[src/rtl/pmw_pkg.sv]
package pmw_pkg;

    typedef enum logic [1:0] {
        MODE_SLEEP  = 2'd0,
        MODE_GREEN  = 2'd1,
        MODE_NORMAL = 2'd2
    } pmw_mode_e;

    typedef struct packed {
        logic vec8;
        logic rst0;
    } pmw_req_t;

    // mode taken when running (or when waking) for a given run-fast bit
    function automatic pmw_mode_e run_mode(input logic fast);
        return fast ? MODE_NORMAL : MODE_GREEN;
    endfunction

endpackage

[src/rtl/pmw_edge_sync.sv]
module pmw_edge_sync (
    input  logic clk,
    input  logic rst,
    input  logic pin_i,
    input  logic rise_i,
    output logic edge_o
);
    logic s1_q, s2_q, prev_q;

    always_ff @(posedge clk) begin
        if (rst) begin
            s1_q   <= 1'b0;
            s2_q   <= 1'b0;
            prev_q <= 1'b0;
        end else begin
            s1_q   <= pin_i;
            s2_q   <= s1_q;
            prev_q <= s2_q;
        end
    end

    always_comb begin
        if (rise_i) edge_o = s2_q & ~prev_q;
        else        edge_o = ~s2_q & prev_q;
    end
endmodule

[src/rtl/pmw_mode_fsm.sv]
module pmw_mode_fsm
    import pmw_pkg::*;
(
    input  logic      clk,
    input  logic      rst,
    input  logic      fast_i,
    input  logic      aux_i,
    input  logic      sleep_i,
    input  logic      wake_i,
    output pmw_mode_e mode_o
);
    pmw_mode_e mode_q, mode_d;

    always_comb begin
        mode_d = mode_q;
        if (mode_q == MODE_SLEEP) begin
            if (wake_i) mode_d = run_mode(fast_i);
        end else if (sleep_i && !fast_i && !aux_i) begin
            mode_d = MODE_SLEEP;
        end else begin
            mode_d = run_mode(fast_i);
        end
    end

    always_ff @(posedge clk) begin
        if (rst) mode_q <= MODE_GREEN;
        else     mode_q <= mode_d;
    end

    assign mode_o = mode_q;
endmodule

[src/rtl/pmw_event_map.sv]
module pmw_event_map
    import pmw_pkg::*;
#(
    parameter int NOVF  = 3,
    parameter int NPORT = 8
) (
    input  pmw_mode_e        mode_i,
    input  logic             gie_i,
    input  logic [NOVF-1:0]  ovf_evt_i,
    input  logic [NOVF-1:0]  ovf_en_i,
    input  logic             wdt_i,
    input  logic [NPORT-1:0] chg_i,
    input  logic [NPORT-1:0] chg_en_i,
    input  logic             edge_i,
    input  logic             edge_en_i,
    output pmw_req_t         req_o
);
    logic [NOVF-1:0] ovf_hit;
    logic            asleep, port_hit, irq_src, rst_src;

    for (genvar i = 0; i < NOVF; i++) begin : g_ovf
        assign ovf_hit[i] = ovf_evt_i[i] & ovf_en_i[i];
    end

    always_comb begin
        asleep   = (mode_i == MODE_SLEEP);
        port_hit = |(chg_i & chg_en_i);
        rst_src  = wdt_i | (asleep & port_hit);
        irq_src  = ~asleep & gie_i &
                   ((|ovf_hit) | port_hit | (edge_i & edge_en_i));
        req_o.rst0 = rst_src;
        req_o.vec8 = irq_src & ~rst_src;
    end
endmodule

[src/rtl/pmw_ctrl.sv]
module pmw_ctrl
    import pmw_pkg::*;
#(
    parameter int NOVF  = 3,
    parameter int NPORT = 8,
    parameter int MULW  = 2
) (
    input  logic             clk,
    input  logic             rst,
    input  logic             run_fast_i,
    input  logic             aux_i,
    input  logic             sleep_i,
    input  logic [MULW-1:0]  mul_i,
    input  logic             gie_i,
    input  logic [NOVF-1:0]  ovf_evt_i,
    input  logic [NOVF-1:0]  ovf_en_i,
    input  logic             wdt_to_i,
    input  logic [NPORT-1:0] port_chg_i,
    input  logic [NPORT-1:0] port_en_i,
    input  logic             edi_pin_i,
    input  logic             edi_en_i,
    input  logic             edi_rise_i,
    output logic [1:0]       mode_o,
    output logic             clk_main_o,
    output logic [MULW-1:0]  mul_o,
    output logic             vec8_o,
    output logic             rst0_o
);
    pmw_mode_e mode;
    pmw_req_t  req, req_q;
    logic      edi_edge;

    pmw_edge_sync u_edge (
        .clk    (clk),
        .rst    (rst),
        .pin_i  (edi_pin_i),
        .rise_i (edi_rise_i),
        .edge_o (edi_edge)
    );

    pmw_event_map #(.NOVF(NOVF), .NPORT(NPORT)) u_map (
        .mode_i    (mode),
        .gie_i     (gie_i),
        .ovf_evt_i (ovf_evt_i),
        .ovf_en_i  (ovf_en_i),
        .wdt_i     (wdt_to_i),
        .chg_i     (port_chg_i),
        .chg_en_i  (port_en_i),
        .edge_i    (edi_edge),
        .edge_en_i (edi_en_i),
        .req_o     (req)
    );

    pmw_mode_fsm u_fsm (
        .clk     (clk),
        .rst     (rst),
        .fast_i  (run_fast_i),
        .aux_i   (aux_i),
        .sleep_i (sleep_i),
        .wake_i  (req.rst0),
        .mode_o  (mode)
    );

    always_ff @(posedge clk) begin
        if (rst) req_q <= '0;
        else     req_q <= req;
    end

    assign mode_o     = mode;
    assign clk_main_o = (mode == MODE_NORMAL);
    assign mul_o      = (mode == MODE_NORMAL) ? mul_i : '0;
    assign vec8_o     = req_q.vec8;
    assign rst0_o     = req_q.rst0;
endmodule

[config.mk]
export PLATFORM = sky130hd
export DESIGN_NAME = pmw_ctrl
export DESIGN_NICKNAME = d
export VERILOG_FILES = /design/src/rtl/pmw_pkg.sv /design/src/rtl/pmw_edge_sync.sv /design/src/rtl/pmw_mode_fsm.sv /design/src/rtl/pmw_event_map.sv /design/src/rtl/pmw_ctrl.sv
export SDC_FILE = /design/constraint.sdc
export NUM_CORES = 1
export LEC_CHECK = 0
export ABC_AREA = 1
export ABC_CLOCK_PERIOD_IN_PS = 800
export BUFFER_PORTS_ARGS = -buffer_cell sky130_fd_sc_hd__buf_2
export CORE_AREA = 2 2 39 41
export CTS_BUF_LIST = sky130_fd_sc_hd__clkbuf_4 sky130_fd_sc_hd__clkbuf_8
export DETAILED_ROUTE_END_ITERATION = 7
export DIE_AREA = 0 0 41 43
export GPL_ROUTABILITY_DRIVEN = 0
export GPL_TIMING_DRIVEN = 0
export PLACE_DENSITY = 0.71
export SETUP_SLACK_MARGIN = 0.2
export SKIP_LAST_GASP = 1
export SLEW_MARGIN = 10
export SYNTH_ARGS = -nofsm -noshare
export SYNTH_HDL_FRONTEND = slang
export SYNTH_SLANG_ARGS = --single-unit
[constraint.sdc]
create_clock -name clk -period 0.8 [get_ports clk]
set_input_delay 0.08 -clock clk [delete_from_list [all_inputs] [get_ports clk]]
set_output_delay 0.08 -clock clk [all_outputs]
set_load 0.05 [all_outputs]
## Yosys cells after proc, flatten, opt, wreduce, memory -nomap -nowiden

Cells that the tools add are included.
Widths: inputs -> output; s select.

| storage, ports and cells | value |
|---|---|
| flip-flop bits (word level) | 7 |
| input bits | 34 |
| output and inout port bits | 7 |
| word-level logic and storage cells | 39 |

| operators by class | value |
|---|---|
| equality and inequality tests | 2 |
| mux-type cells | 6 |
| bitwise logic cells | 18 |
| reduce and logical (&&, ||, !) cells | 7 |

Operators with widths:

| operator | number |
|---|---|
| $and 1x1->1 | 10 |
| $mux 2 | 5 |
| $and 8x8->8 | 1 |
| $reduce_or 8->1 | 1 |
| $not 1->1 | 4 |
| $or 1x1->1 | 3 |
| $reduce_or 3->1 | 1 |
| $eq 2x2->1 const B | 1 |
| $logic_and 1x1->1 | 2 |
| $logic_not 1->1 | 2 |
| $logic_not 2->1 | 1 |
| $ne 2x1->1 const B | 1 |
| $mux 1 | 1 |

## Logic depth before layout (Yosys ltp)

Gate-level depths: netlist (run 1).

| depth | value |
|---|---|
| word-level depth | 7 |
| mapped depth | 6 |
| depth with buffers taken out | 6 |

## Hierarchy

Synthesis (run 1) repeated with hierarchy kept, for this count alone.

| second synthesis, totals | value |
|---|---|
| cells, all modules | 76 |
| area total of the unflattened synthesis | 422.9 sq um |

By module, submodules not included:

| module | instances | cells each | area an instance (sq um) | sequential area each (sq um) |
|---|---|---|---|---|
| pmw_event_map | 1 | 32 | 137.6 | 0.0 |
| pmw_edge_sync | 1 | 14 | 103.8 | 60.1 |
| pmw_mode_fsm | 1 | 17 | 97.6 | 40.0 |
| pmw_ctrl | 1 | 13 | 83.8 | 40.0 |

## Worst setup path before layout (run 1)

No wires, ideal clock.

| timing | value |
|---|---|
| kind | register to output |
| from | reg u_fsm.mode_q[1] (netlist: u_fsm.mode_o[1]) |
| to | out clk_main_o |
| arrival time | 1.435 ns |
| required time | 0.720 ns |
| path slack | -0.715 ns |
| stages on the path, launching flop included | 3 |
| path buffers | 0 |
| cell sequence | dfxtp_1 inv_1 nor2_1 |

| between the ends | value |
|---|---|
| cells in the longest elaborated chain, start to end | 1 |

Ends and longest elaborated chain:

| what | RTL line | RTL |
|---|---|---|
| start: declaration | pmw_mode_fsm.sv:12 | `pmw_mode_e mode_q, mode_d;` |
| start signal: assignment | pmw_mode_fsm.sv:27 | `else mode_q <= mode_d;` |
| $eq 2x2->1 | pmw_ctrl.sv:70 | `assign clk_main_o = (mode == MODE_NORMAL);` |
| end: declaration | pmw_ctrl.sv:24 | `output logic clk_main_o,` |

Every way passes these cells.

## Worst setup path after layout (run 1)

| timing | value |
|---|---|
| from | reg u_fsm.mode_q[0] (netlist: u_fsm.mode_o[0]) |
| to | out mul_o[0] |

| between the ends | value |
|---|---|
| cells in the longest elaborated chain, start to end | 2 |

Ends and longest elaborated chain:

| what | RTL line | RTL |
|---|---|---|
| $eq 2x2->1 | pmw_ctrl.sv:71 | `assign mul_o = (mode == MODE_NORMAL) ? mul_i : '0;` |
| $mux 2 | pmw_ctrl.sv:71 |  |
| end: declaration | pmw_ctrl.sv:25 | `output logic [MULW-1:0] mul_o,` |

Every way passes these cells.

==> metrics, run 1 <==
Synthesis Warnings 0; logic gate share of total power 30.1%; Synth Instances 61; final hold violation count 0; P_int 0.7483 mW; Pleak 0.4312 nW; Setup Skew 0.9652 ps; Synth Net Count 95; Slew headroom 90.88%; sequential share of power 37.1%; Sink Count 7; post-route cell area 782.0 µm²; Clk pwr share 32.9%; DR DRC count 0; Vias 530; commonest non-fill, non-tap cell in the layout buf_2; most frequent cells in the layout 33 x buf_2, 21 x nand2_1, 8 x inv_1, 7 x nor2_1, 7 x buf_8; crit path kind flip-flop to output port; max-cap violations 0; DRT Wirelength 960 µm; worst min-delay path category input pin to flip-flop; H-tree Lvls 1; 1st-iter DRT viols 5; clk_lat worst skew 240 ps; # hold bufs at CTS 0; placed inst area 629.4 µm²; max incr delay on CP 350 ps; CTS buffer count 3; CTS clk-pin slew, worst paths 50 ps; Final Setup Violations 9; area grow syn2layout 104.9%; Final ANT Viol Nets 0; synthesized area 381.6 µm²; worst flop-to-flop path startpoint u_fsm.mode_o[1]; placed cell count 117; vias in the first global route 466; Psw 0.2840 mW; Initial Util 27.58%; # IOs 41; Total GRT Usage 11.46%; power per cell area 1320 nW/µm²; Syn Area/Cell 6.256 µm²; row count 14; status complete, but fails checks; Pwr Total 1.032 mW; Net Sw Frac 27.51%; final worst path period need 1039 ps; Root Buffer clkbuf_4; Max Slew Vio Count 0; first-pass GRT wire length 1435 µm; Netlist cell types 13; initial antenna violation count 0; Wirelength per Cell 7.680 µm; core area 1384 µm²; PortBufs 40; arrival time worst endpoint 960 ps; RSZ-0062 raised after global routing true; # diodes 0; final hold slack 39.07 ps; die area 1763 µm²; Achievable Freq 962.2 MHz; 1st-pass router iterations 3; final cell count without fillers 125; share of layout cells above drive strength 1 60.55%; final setup margin -239.3 ps; CTS Buffer Depth 2; Die Span X 41 µm; Via density 4.240; CP max stage cell dfxtp_4; grt total ovfl 0; hpwl dp 760.2 µm; largest fanout on the critical path 4; Worst Setup End Kind output port; VDD IR max 0.0006162 V; #FFs+latches synth 7; CP Data Required Time 720 ps; die height 43 µm; DP Worst Slack -97.07 ps; Worst Setup Start Kind flip-flop; worst slew pin tran 136.7 ps; Cell Chain, Critical Path inv_2 > and3_4 > buf_8; CTS tree built; min-delay src edi_pin_i; pin count of the biggest net entering global routing 7; sequential share of the synthesized area 36.72%; fin nets 144; failing checks setup timing; fin crit share 129.9%; crit path from u_fsm.mode_o[0]
[cells in the mapped netlist]
cell type  number  area, µm²
inv_1          12      45.04
nand2_1        21      78.83
o21ai_0         1      5.000
nor2_1          8      30.03
nand3b_1        1      7.510
dfxtp_1         7      140.1
nand3_1         1      5.000
nand4_1         2      12.51
a21oi_1         2      10.01
nor2_4          2      22.52
a31oi_1         1      6.260
nor2_2          1      6.260
and3_1          2      12.51
[power by group through the flow]
stage	Combinational (mW)	Sequential, mW	Clock, mW
global route	0.343	0.384	0.369
detailed placement	0.243	0.388	0
CTS	0.283	0.381	0.351
global placement	0.238	0.387	0
finish	0.311	0.383	0.339
floorplan	0.0951	0.430	0
[cell families (layout without fill, tap and decap cells)]
kind of cell / count (synthesis) / count (layout) / synth area share [%]
buffers and inverters: 12 / 60 / 11.80
DFF: 7 / 7 / 36.72
and+or+nand+nor: 38 / 38 / 45.90
AOI/OAI and AO/OA: 4 / 4 / 5.574
[repair_timing]
item | 4_1_cts | 5_1_grt
resized for setup | 17 | 14
setup endpoints to repair | 11 | 11
pin swaps | 1 | 7
setup buffers | 3 | 1
[flip-flops by register name, indices dropped and copies added, names as in the netlist]
signal         flops
rst0_o             1
u_fsm.mode_o       2
u_edge.s2_q        1
u_edge.s1_q        1
u_edge.prev_q      1
vec8_o             1
[per-layer routing]
metal / part of all wire (%) / track usage (%) / wire (µm)
met1: 36 / 9.355 / 345
met4: 0 / 6.000 / 0
met2: 53 / 22.50 / 508
met5: 0 / 0 / 0
met3: 11 / 2.094 / 105
[path summary, 6_finish.rpt]
check                         end  slack (ps)  depth (start not counted)
setup reg to reg  u_fsm.mode_o[0]        -160                          6
hold reg to reg       u_edge.s2_q         410                          2
hold / removal        u_edge.s1_q          40                          3
setup / recovery         mul_o[0]        -240                          3
[cell type report]
type / instances / area (µm²)
multi-input cells: 42 / 227.7
repair buffers: 44 / 307.8
inverters: 12 / 45.04
well taps: 16 / 20.02
clock buffers: 4 / 30.03
flip-flops and latches: 7 / 151.4
fillers: 116 / 601.8
[metrics by stage]
stage / utilization, % / setup TNS, ps
after floorplan: - / -251.8
after global placement: 45.48 / -247.4
after detailed placement: 45.48 / -295.2
after CTS: 53.07 / -1440
after global routing: 56.51 / -1755
final: 56.51 / -1414
[critical path: cells and delay by family (launching register included)]
family / cells / cell delay [ps]
buffers and inverters: 2 / 190
flip-flops: 1 / 350
AND/OR/NAND/NOR: 1 / 170
Note: power is estimated with default switching activity, not from simulation.
==> run 2: changes to the inputs <==
ABC_CLOCK_PERIOD_IN_PS = 1100   (was 800)
PLACE_DENSITY = 0.69   (was 0.71)
clock period = 1.1 ns   (was 0.8 ns; I/O delays follow)
==> metrics, run 2 (synthesis gave the netlist of run 1 again) <==
clk_lat worst skew 250 ps; Vias 529; status finished clean; pin count of the biggest net entering global routing 7; Initial Util 27.58%; DRT Wirelength 1023 µm; CTS buffer count 3; Via density 4.266; crit path from u_fsm.mode_o[0]; final setup margin 19.52 ps; Crit path max-delay family flip-flops; die height 43 µm; final cell count without fillers 124; crit path kind flip-flop to output port; Pwr Total 0.7595 mW; # IOs 41; sequential share of power 36.3%; core area 1384 µm²; logic gate share of total power 29.5%; most frequent cells in the layout 33 x buf_2, 20 x nand2_1, 9 x inv_1, 7 x nor2_1, 5 x dfxtp_1; CP Data Required Time 990 ps; arrival time worst endpoint 970 ps; power per cell area 996.7 nW/µm²; Clk pwr share 34.2%; worst flop-to-flop path startpoint u_fsm.mode_o[1]; Largest register FFs 2; Achievable Freq 925.5 MHz; worst min-delay path category input pin to flip-flop; max incr delay on CP 360 ps; 1st-pass router iterations 2; first-pass GRT wire length 1759 µm; placed cell count 117; largest fanout on the critical path 3; RSZ-0062 raised after global routing true; worst slew pin tran 145.8 ps; final worst path period need 1080 ps; filler instances 130; Reg2Reg Capture Point u_fsm.mode_o[0]; Setup Skew 5.109 ps; Net Sw Frac 28.70%; Psw 0.2180 mW; stages on the worst setup path 3; r2r setup slk 120 ps; Die Span X 41 µm; Cell Chain, Critical Path inv_2 > and3_4 > buf_8; grt total ovfl 0; min-delay src edi_pin_i; commonest non-fill, non-tap cell in the layout buf_2; Final ANT Viol Nets 0; Slew headroom 90.36%; vias in the first global route 499; Worst Setup Start Kind flip-flop; Buf+Inv Stages, Crit Path 2; Critical Path End mul_o[0]; fin nets 143; Wirelength per Cell 8.250 µm; VDD IR max 0.0004340 V; Pleak 0.4292 nW; CTS Buffer Depth 2; Final Setup Violations 0; CP max stage cell dfxtp_4; max-cap violations 0; Total GRT Usage 14.59%; Sink Count 7; Root Buffer clkbuf_4; P_int 0.5415 mW; Max Slew Vio Count 0; # diodes 0; initial antenna violation count 0; CTS tree built; CTS clk-pin slew, worst paths 50 ps; worst r2r path cells 6; Worst Setup End Kind output port; area grow syn2layout 99.67%; final hold violation count 0; row count 14; DP Worst Slack 165.8 ps; PortBufs 40; DR DRC count 0; share of layout cells above drive strength 1 55.56%; fin crit share 98.23%; 1st-iter DRT viols 3; die area 1763 µm²; H-tree Lvls 1
run 2: timing repair:
| action | in CTS | in global routing |
|---|---|---|
| hold buffers | 0 | 0 |
| gates cloned | 0 | 0 |
| setup endpoints to repair | 7 | 9 |
| resized for setup | 14 | 12 |
| buffers inserted | 2 | 1 |
| hold endpoints to repair | 0 | 0 |
| pin swaps | 0 | 5 |
run 2: worst min path at each step:
stage | to | slack [ps] | cells past startpoint
after floorplan | rst0_o | 180 | 1
after detailed placement | u_edge.s1_q | 330 | 3
after global placement | u_edge.s1_q | 310 | 3
after CTS | u_edge.s1_q | 70 | 3
final | u_edge.s1_q | 60 | 3
after global routing | u_edge.s1_q | 80 | 3
run 2: cell type report:
type / count / area (µm²) / area share (%)
Tap cell: 16 / 20.02 / 2.627
Timing Repair Buffer: 43 / 299.0 / 39.24
Inverter: 12 / 45.04 / 5.911
Sequential cell: 7 / 147.6 / 19.38
Multi-Input combinational cell: 42 / 220.2 / 28.90
Clock buffer: 4 / 30.03 / 3.941
run 2: worst min-delay path: cells and delay by family:
family | cells | cell delay (ps)
and+or+nand+nor | 1 | 30
buffers and inverters | 2 | 130
run 2: per-layer routing:
metal	up-vias	share of wire [%]	track usage (%)
li1	279	-	-
met1	220	30	13.92
met2	28	59	25.31
met3	2	9.1	4.712
met4	0	1.7	8.000
met5	-	0	0
run 2: per-stage QoR:
step / util [%] / setup TNS [ps] / instance area, µm² / hold slack, ps
floorplan: - / 0 / 406.6 / 179.1
global placement: 45.30 / 0 / 626.9 / 311.7
detailed placement: 45.30 / 0 / 626.9 / 331.0
CTS: 51.27 / 0 / 709.4 / 70.67
global route: 55.06 / -40.58 / 762.0 / 84.47
finish: 55.06 / 0 / 762.0 / 61.16
run 2: power groups by stage:
| stage | Sequential, mW | Combinational (mW) | Clock (mW) |
|---|---|---|---|
| CTS | 0.275 | 0.197 | 0.259 |
| finish | 0.276 | 0.224 | 0.260 |
| detailed placement | 0.282 | 0.177 | 0 |
| global placement | 0.281 | 0.173 | 0 |
| floorplan | 0.312 | 0.0692 | 0 |
| global route | 0.277 | 0.249 | 0.281 |
==> run 3: changes to the inputs <==
CELL_PAD_IN_SITES_DETAIL_PLACEMENT = 1   (was default)
CELL_PAD_IN_SITES_GLOBAL_PLACEMENT = 1   (was default)
CORE_AREA = default   (was 2 2 39 41)
CORE_MARGIN = 2   (was default)
CORE_UTILIZATION = 20   (was default)
DIE_AREA = default   (was 0 0 41 43)
HOLD_SLACK_MARGIN = 0.08   (was default)
PLACE_DENSITY = default   (was 0.69)
PLACE_DENSITY_LB_ADDON = 0.1   (was default)
==> metrics, run 3 (synthesis gave the netlist of run 1 again) <==
Max Slew Vio Count 0; VDD IR max 0.0005094 V; filler instances 252; largest fanout on the critical path 4; Pwr Total 0.7353 mW; CTS buffer count 3; CTS tree built; Total GRT Usage 11.62%; arrival time worst endpoint 960 ps; Slew headroom 83.53%; grt total ovfl 0; Worst Setup End Kind output port; Root Buffer clkbuf_4; CP Data Required Time 990 ps; pin count of the biggest net entering global routing 7; CP max stage cell dfxtp_4; Via density 4.045; CTS clk-pin slew, worst paths 50 ps; vias in the first global route 515; worst min-delay path category input pin to flip-flop; Worst Setup Start Kind flip-flop; # diodes 0; 1st-iter DRT viols 2; Wirelength per Cell 8.552 µm; PortBufs 40; worst slew pin tran 248.7 ps; max incr delay on CP 360 ps; RSZ-0062 raised after global routing true; first-pass GRT wire length 1849 µm; fin nets 144; Cell Chain, Critical Path inv_2 > and3_4 > buf_8; final hold violation count 0; Multi-input gate area 217.7 µm²; final hold slack 106.4 ps; placed cell count 126; placed inst area 638.1 µm²; status finished clean; die height 47.68 µm; commonest non-fill, non-tap cell in the layout buf_2; most frequent cells in the layout 34 x buf_2, 21 x nand2_1, 9 x inv_1, 7 x nor2_1, 5 x dfxtp_1; FF/Latch Area 147.6 µm²; Final ANT Viol Nets 0; DR DRC count 0; core area 1764 µm²; crit path kind flip-flop to output port; final worst path period need 1069 ps; Achievable Freq 935.2 MHz; initial antenna violation count 0; Sink Count 7; Setup Skew 0.9430 ps; Die Span X 47.68 µm; Largest register FFs 2; CTS Buffer Depth 2; Final Setup Violations 0; DP Worst Slack 158.2 ps; Vias 542; post-route cell area 753.2 µm²; fin crit share 97.20%; max-cap violations 0; DRT Wirelength 1146 µm; H-tree Lvls 1; hpwl dp 1008 µm; Final TNS setup 0 ps; Core Util, Final 42.70%; Pleak 0.4191 nW; final cell count without fillers 134; # IOs 41; 1st-pass router iterations 2; die area 2273 µm²; share of layout cells above drive strength 1 54.13%; clk_lat worst skew 240 ps; power per cell area 976.3 nW/µm²; area grow syn2layout 97.38%; final setup margin 30.75 ps; Initial Util 21.63%; row count 15
-- run 3: cell count changes in the layout (fill, tap and decap cells not counted), sizes merged --
cell,previous run,this run
dlygate4sd3,0,1
-- run 3: final cells by class --
| type | instances | share of cell area (%) |
|---|---|---|
| clock buffers | 4 | 3.987 |
| inverters | 12 | 5.980 |
| multi-input cells | 42 | 28.90 |
| flip-flops and latches | 7 | 19.60 |
| well taps | 25 | 4.153 |
| repair buffers | 44 | 37.38 |
-- run 3: where the power goes --
| part | switching (mW) | leakage, nW | internal [mW] | total, mW |
|---|---|---|---|---|
| combinational | 0.110 | 0.342 | 0.101 | 0.211 |
| clock | 0.0860 | 0.0184 | 0.162 | 0.248 |
| sequential | 0.0100 | 0.0587 | 0.266 | 0.276 |
-- run 3: final timing paths --
kind | startpoint | endpoint | cells past startpoint | slack [ps]
worst min-delay path | run_fast_i | u_fsm.mode_o[0] | 4 | 110
worst max register to register | u_fsm.mode_o[1] | u_fsm.mode_o[0] | 6 | 100
worst max-delay path | u_fsm.mode_o[0] | mul_o[1] | 3 | 30
worst min register to register | u_edge.s1_q | u_edge.s2_q | 2 | 420
-- run 3: timing repair --
item                                    in CTS  in global routing
pin swaps                                    1                  5
hold buffers                                 1                  0
endpoints found under the hold margin        1                  0
cloned                                       0                  0
endpoints found under the setup margin       7                  9
resized for setup                           14                  6
buffers inserted                             2                  1
-- run 3: layer usage --
layer	vias to the layer above	track usage [%]	part of all wire, %
met5	-	0	0
met4	0	1.622	0
met3	0	5.660	11
met2	30	22.13	55
met1	232	11.51	35
li1	280	-	-
-- run 3: worst max-delay path: cells and delay by family (launching register included) --
family                 cells  cell delay (ps)
flip-flops                 1              360
AND/OR/NAND/NOR            1              170
buffers and inverters      2              190
